**src/rtl/wdc_pkg.sv**
```systemverilog
package wdc_pkg;
  localparam int REG_W     = 16;
  localparam int LOCK_BIT  = 12;
  localparam int HALT_BIT  = 11;
  localparam int SEND_BIT  = 10;
  localparam int REDIR_BIT = 9;
  localparam int FORCE_BIT = 8;
  localparam int RW_N      = 2;

  localparam logic [REG_W-1:0] LIVE_MASK =
    (REG_W'(1) << LOCK_BIT) | (REG_W'(1) << HALT_BIT) | (REG_W'(1) << SEND_BIT) |
    (REG_W'(1) << REDIR_BIT) | (REG_W'(1) << FORCE_BIT);
  localparam logic [REG_W-1:0] RSV_MASK = ~LIVE_MASK;

  typedef struct packed {
    logic lock;
    logic halt;
    logic send;
    logic redir;
    logic force_nmi;
  } ctl_bits_t;
endpackage

```
**src/rtl/wdc_sticky_bit.sv**
```systemverilog
module wdc_sticky_bit (
  input  logic clk,
  input  logic rst_n,
  input  logic set_i,
  output logic q_o
);
  logic q_q, q_d;

  always_comb begin
    q_d = q_q;
    if (set_i) q_d = 1'b1;
  end

  always_ff @(posedge clk or negedge rst_n) begin
    if (!rst_n) q_q <= 1'b0;
    else        q_q <= q_d;
  end

  assign q_o = q_q;

  a_r3_never_clears: assert property (@(posedge clk) disable iff (!rst_n)
    q_o |=> q_o);
  a_r2_sets_on_request: assert property (@(posedge clk) disable iff (!rst_n)
    set_i |=> q_o);
endmodule

```
**src/rtl/wdc_msg_req.sv**
```systemverilog
module wdc_msg_req (
  input  logic clk,
  input  logic rst_n,
  input  logic wr_i,
  input  logic wr_bit_i,
  input  logic done_i,
  output logic pend_o
);
  logic pend_q, pend_d;

  always_comb begin
    pend_d = pend_q;
    if (done_i)                          pend_d = 1'b0;
    else if (wr_i && wr_bit_i && !pend_q) pend_d = 1'b1;
  end

  always_ff @(posedge clk or negedge rst_n) begin
    if (!rst_n) pend_q <= 1'b0;
    else        pend_q <= pend_d;
  end

  assign pend_o = pend_q;

  a_r6_done_clears: assert property (@(posedge clk) disable iff (!rst_n)
    done_i |=> !pend_o);
  a_r5_held_until_done: assert property (@(posedge clk) disable iff (!rst_n)
    (pend_o && !done_i) |=> pend_o);
  a_r5_write_sets: assert property (@(posedge clk) disable iff (!rst_n)
    (wr_i && wr_bit_i && !done_i) |=> pend_o);
endmodule

```
**src/rtl/wdc_nmi_route.sv**
```systemverilog
module wdc_nmi_route (
  input  logic clk,
  input  logic rst_n,
  input  logic wr_i,
  input  logic force_bit_i,
  input  logic redir_i,
  input  logic mask_i,
  input  logic glob_i,
  output logic pend_o,
  output logic nmi_o,
  output logic smi_o
);
  logic pend_q, pend_d;
  logic nmi_q, nmi_d;
  logic smi_q, smi_d;
  logic fire;

  always_comb begin
    fire   = wr_i && force_bit_i && !pend_q;
    pend_d = pend_q;
    if (wr_i && force_bit_i) pend_d = !pend_q;
    nmi_d  = fire && !redir_i;
    smi_d  = fire && redir_i && !mask_i && glob_i;
  end

  always_ff @(posedge clk or negedge rst_n) begin
    if (!rst_n) begin
      pend_q <= 1'b0;
      nmi_q  <= 1'b0;
      smi_q  <= 1'b0;
    end else begin
      pend_q <= pend_d;
      nmi_q  <= nmi_d;
      smi_q  <= smi_d;
    end
  end

  assign pend_o = pend_q;
  assign nmi_o  = nmi_q;
  assign smi_o  = smi_q;

  a_r9_single_pulse: assert property (@(posedge clk) disable iff (!rst_n)
    (nmi_o || smi_o) |=> !(nmi_o || smi_o));
  a_r9_pulse_on_set: assert property (@(posedge clk) disable iff (!rst_n)
    (nmi_o || smi_o) |-> $rose(pend_o));
  a_r8_one_target: assert property (@(posedge clk) disable iff (!rst_n)
    !(nmi_o && smi_o));
  a_r8_smi_gated: assert property (@(posedge clk) disable iff (!rst_n)
    smi_o |-> $past(redir_i && !mask_i && glob_i));
  a_r8_nmi_unredirected: assert property (@(posedge clk) disable iff (!rst_n)
    nmi_o |-> $past(!redir_i));
endmodule

```
**src/rtl/wdog_evt_ctl.sv**
```systemverilog
module wdog_evt_ctl #(
  parameter int                ADDR_W = 8,
  parameter logic [ADDR_W-1:0] OFFSET = 8'h08
) (
  input  logic                      clk,
  input  logic                      rst_n,
  input  logic [ADDR_W-1:0]         addr_i,
  input  logic                      wr_en_i,
  input  logic [wdc_pkg::REG_W-1:0] wdata_i,
  output logic [wdc_pkg::REG_W-1:0] rdata_o,
  input  logic                      msg_done_i,
  input  logic                      nmi_mask_i,
  input  logic                      smi_glob_en_i,
  output logic                      lock_o,
  output logic                      halt_o,
  output logic                      msg_req_o,
  output logic                      nmi_o,
  output logic                      smi_o
);
  import wdc_pkg::*;

  // reset: asserted at once, released after two edges
  logic [1:0] rs_q;
  logic       rst_int_n;

  always_ff @(posedge clk or negedge rst_n) begin
    if (!rst_n) rs_q <= 2'b00;
    else        rs_q <= {rs_q[0], 1'b1};
  end
  assign rst_int_n = rs_q[1];

  // access decode
  logic hit, wr;
  assign hit = (addr_i == OFFSET);
  assign wr  = wr_en_i && hit;

  // plain read/write bits: halt and redirect
  logic [RW_N-1:0] rw_q, rw_d;
  logic            redir_next;

  for (genvar g = 0; g < RW_N; g++) begin : g_rw
    localparam int POS = (g == 0) ? HALT_BIT : REDIR_BIT;
    always_comb begin
      rw_d[g] = rw_q[g];
      if (wr) rw_d[g] = wdata_i[POS];
    end
    always_ff @(posedge clk or negedge rst_int_n) begin
      if (!rst_int_n) rw_q[g] <= 1'b0;
      else            rw_q[g] <= rw_d[g];
    end
  end
  assign redir_next = rw_d[1];

  logic lock_q, send_q, force_q;

  wdc_sticky_bit u_lock (
    .clk   (clk),
    .rst_n (rst_int_n),
    .set_i (wr && wdata_i[LOCK_BIT]),
    .q_o   (lock_q)
  );

  wdc_msg_req u_msg (
    .clk      (clk),
    .rst_n    (rst_int_n),
    .wr_i     (wr),
    .wr_bit_i (wdata_i[SEND_BIT]),
    .done_i   (msg_done_i),
    .pend_o   (send_q)
  );

  wdc_nmi_route u_nmi (
    .clk         (clk),
    .rst_n       (rst_int_n),
    .wr_i        (wr),
    .force_bit_i (wdata_i[FORCE_BIT]),
    .redir_i     (redir_next),
    .mask_i      (nmi_mask_i),
    .glob_i      (smi_glob_en_i),
    .pend_o      (force_q),
    .nmi_o       (nmi_o),
    .smi_o       (smi_o)
  );

  ctl_bits_t cur;
  always_comb begin
    cur.lock      = lock_q;
    cur.halt      = rw_q[0];
    cur.send      = send_q;
    cur.redir     = rw_q[1];
    cur.force_nmi = force_q;
  end

  always_comb begin
    rdata_o = '0;
    if (hit) begin
      rdata_o[LOCK_BIT]  = cur.lock;
      rdata_o[HALT_BIT]  = cur.halt;
      rdata_o[SEND_BIT]  = cur.send;
      rdata_o[REDIR_BIT] = cur.redir;
      rdata_o[FORCE_BIT] = cur.force_nmi;
    end
  end

  assign lock_o    = cur.lock;
  assign halt_o    = cur.halt;
  assign msg_req_o = cur.send && !cur.halt;

  a_r4_halt_follows_write: assert property (@(posedge clk) disable iff (!rst_int_n)
    wr |=> (halt_o == $past(wdata_i[HALT_BIT])));
  a_r10_foreign_write_inert: assert property (@(posedge clk) disable iff (!rst_int_n)
    (wr_en_i && !hit && !msg_done_i) |=> $stable(cur));
  a_r10_reserved_write_inert: assert property (@(posedge clk) disable iff (!rst_int_n)
    (wr && ((wdata_i & RSV_MASK) != '0)) |=> ((rdata_o & RSV_MASK) == '0));
endmodule

```
**config.mk**
```make
export PLATFORM = sky130hd
export DESIGN_NAME = wdog_evt_ctl
export DESIGN_NICKNAME = d
export VERILOG_FILES = /design/src/rtl/wdc_pkg.sv /design/src/rtl/wdc_sticky_bit.sv /design/src/rtl/wdc_msg_req.sv /design/src/rtl/wdc_nmi_route.sv /design/src/rtl/wdog_evt_ctl.sv
export SDC_FILE = /design/constraint.sdc
export NUM_CORES = 1
export LEC_CHECK = 0
export BUFFER_PORTS_ARGS = -buffer_cell sky130_fd_sc_hd__buf_4
export CORE_AREA = 2 2 42 44
export DETAILED_ROUTE_END_ITERATION = 7
export DIE_AREA = 0 0 44 46
export PLACE_DENSITY = 0.74
export SYNTH_ARGS = -nofsm -noshare
export SYNTH_HDL_FRONTEND = slang
export SYNTH_SLANG_ARGS = --single-unit
```
**constraint.sdc**
```tcl
create_clock -name clk -period 0.8 [get_ports clk]
set_input_delay 0.04 -clock clk [delete_from_list [all_inputs] [get_ports clk]]
set_output_delay 0.04 -clock clk [all_outputs]
set_load 0.1 [all_outputs]
```
==> results.tsv <==
stage	metric	value	unit
floorplanning	num_rows	15	
global_routing	grt_pass1_wl	1720	µm
floorplanning	io_pins	51	
power	p_sw	483	µW
routing	wl_per_cell	14.2	µm
sta	fin_crit_sh	140	%
floorplanning	core-area	1610	µm²
routing	first_iter_violations	2	
logic_synthesis	synth.most_common_cell	buf_4	
final_layout	nFillCells	119	
sta	max_freq	0.896	GHz
routing	via_count	441	
clocking	clk_pin_slew	0.06	ns
clocking	cts-root-buf	clkbuf_4	
logic_synthesis	synth_top_cells_by_area	dfrtp_1 45%, buf_4 17%, and3_1 6.3%	
clocking	cts_buffers	3	
power	clkPwrFrac	26.2	%
clocking	cts.sinks	9	
place	hpwl	882	µm
final_layout	area_growth	98.7	%
logic_synthesis	ys_seq_area_share	45.1	%
run_status	violations	setup timing	
setup_path	rrSetupSlack	-0.12	ns
floorplanning	die_y	46	µm
logic_synthesis	synthFlopType	dfrtp_1	
clocking	clkLatencyLatePin	0.25	ns
logic_synthesis	yosys_warnings	0	
clocking	htreeDepth	1	
final_layout	num_antenna_cells	0	
logic_synthesis	synth_common_cells	11 x buf_4, 9 x dfrtp_1, 5 x and3_1	
sta	fin_ws	-0.316	ns
routing	ant_nets	0	
power	vdd_drop_max	0.000787	V
logic_synthesis	syn_area_per_cell	12.2	µm²
clocking	cts_tree	built	
power	switching_share	37.8	%
power	leakage	0.478	nW
setup_path	critPathRequiredTime	0.76	ns
sta	finClkSkew	0.00134	ns
global_routing	grt_overflow	0	
setup_path	path_class	flip-flop to output port	
routing	drt_pass1_iterations	3	
logic_synthesis	ys_ff_latch	9	
global_routing	grt_usage	11.8	%
place	post-place-ws	-0.348	ns
logic_synthesis	netlist.area_leader.share	45.1	%
power	comb_power_share	35.5	%
routing	vias_per_cell	4.45	
clocking	cts_max_path_buffers	2	
global_routing	grt_pass1_vias	424	
sta	post-route-min-period	1.12	ns
setup_path	critPathLaunchType	flip-flop	
floorplanning	start_util	30.9	%
run	maxCapViolations	0	
floorplanning	dieArea	2020	µm²
power	power_frac_seq	38.3	%
sta	rsz0062_at_grt	yes	
place	place.gp.congestion	0.684	
worst_hold_path	hold_path_class	input pin to flip-flop	
setup_path	crit_arrival	1.08	ns
global_routing	grt_max_degree	10	
power	powerDensity	1290	nW/µm²
final_layout	fin_nets	113	
sta	slew_violations	0	
logic_synthesis	synth_edf_count	0	
power	finalPower	1.28	mW
logic_synthesis	syn_inst	41	
power	intPower	796	µW
routing	drc_errors	0	
logic_synthesis	async_reset_ff_share	100	%
sta	finalSetupTns	-2.90	ns
floorplanning	fp.dieW	44	µm
logic_synthesis	synth.cell_area	499	µm²
global_routing	antenna_found_initial	0	
final_layout	layout-drive-gt1-share	67.1	%
logic_synthesis	yosys.cell_types.count	17	
routing	wirelength	1400	µm
place	port_buffers	28	
logic_synthesis	yosys.area.top_type	dfrtp_1	
setup_path	critPathCaptureType	output port	
sta	setup_violations	16	
run_status	status	complete, but fails checks	
setup_path	crit_fanout	4	
sta	hold_viol	0	
state kept, by name (all words and copies together) (netlist names):
signal / cells
rs_q: 2
u_nmi.pend_o: 1
u_msg.pend_o: 1
cur: 1
u_nmi.nmi_o: 1
u_nmi.smi_o: 1
halt_o: 1
u_lock.q_o: 1
cell type report:
| class | count | area [µm²] | area share (%) |
|---|---|---|---|
| clock buffer | 4 | 26.3 | 2.65 |
| multi-input combinational | 31 | 275 | 27.7 |
| tap | 17 | 21.3 | 2.14 |
| sequential | 9 | 235 | 23.7 |
| timing repair buffer | 38 | 434 | 43.8 |
per-stage QoR:
stage               std cells  hold slack (ns)  utilization [%]  cell area, µm²
finish                     99           0.0105             61.5             992
global route               99          0.00183             61.5             992
CTS                        96          0.00573             58.1             938
detailed placement         88           -0.176             46.5             751
global placement           88           -0.177             46.5             751
floorplan                  51           -0.256                -             579
final timing paths:
check	startpoint	end	depth (start not counted)
setup / recovery	halt_o	rdata_o[11]	2
hold / removal	wdata_i[11]	halt_o	2
setup reg to reg	halt_o	halt_o	1
hold reg to reg	rs_q[1]	u_msg.pend_o	0
max in group asynchronous	rs_q[1]	u_lock.q_o	0
min in group asynchronous	rst_n	rs_q[1]	2
worst max-delay path: stages (launching register included):
cell,delay (ns)
dfrtp_4,0.50
and3_4,0.17
buf_12,0.16
power by group through the flow:
| stage | Clock (mW) | Sequential, mW | Combinational [mW] |
|---|---|---|---|
| 6_report | 0.335 | 0.490 | 0.453 |
| 5_1_grt | 0.378 | 0.492 | 0.467 |
| 2_1_floorplan | 0 | 0.533 | 0.289 |
| 3_5_place_dp | 0 | 0.499 | 0.386 |
| 4_1_cts | 0.345 | 0.490 | 0.423 |
| 3_3_place_gp | 0 | 0.498 | 0.383 |
layer usage:
layer | vias to the layer above | routed length, µm | share of wire [%] | track usage, %
met5 | - | 0 | 0 | 0
met4 | 0 | 0 | 0 | 3.64
met3 | 0 | 133 | 9.5 | 4.37
met1 | 213 | 522 | 37 | 10.4
li1 | 204 | - | - | -
met2 | 24 | 748 | 53 | 24.1
logic make-up (layout without fill, tap and decap cells):
group	after synthesis	after routing	synth area share (%)
multiplexers	2	2	4.51
XOR/XNOR	1	1	1.75
flip-flops	9	9	45.1
AND/OR/NAND/NOR	14	14	26.8
AO/OA/AOI/OAI	2	2	3.76
buffers and inverters	11	42	16.5
other	2	12	1.50
placed cells by master (no fill, tap or decap):
| master | Yosys | final |
|---|---|---|
| buf_4 | 11 | 16 |
| conb_1 | 2 | 12 |
| buf_6 | 0 | 11 |
| buf_12 | 0 | 8 |
| and3_4 | 0 | 5 |
| dfrtp_1 | 9 | 5 |
| clkbuf_4 | 0 | 3 |
| dlygate4sd3_1 | 0 | 3 |
| dfrtp_4 | 0 | 2 |
| dfrtp_2 | 0 | 2 |
| nor4b_4 | 1 | 1 |
| nor4_4 | 1 | 1 |
| nor2b_4 | 0 | 1 |
| nand3_2 | 1 | 1 |
| mux2_4 | 0 | 1 |
| and4_4 | 0 | 1 |
| nor4bb_1 | 1 | 1 |
| and2_1 | 1 | 1 |
| nor3b_2 | 1 | 1 |
| xor2_1 | 1 | 1 |
| a41oi_2 | 0 | 1 |
| nor2_1 | 1 | 1 |
| mux2_1 | 2 | 1 |
| a41o_1 | 1 | 1 |
| clkbuf_1 | 0 | 1 |
repair_timing:
action,in CTS,in global routing
endpoints found under the setup margin,15,17
hold buffers,3,0
cloned,0,1
pin swaps,5,4
resized for setup,31,8
setup buffers,2,3
endpoints found under the hold margin,4,0
(Power assumes the default switching activity.)
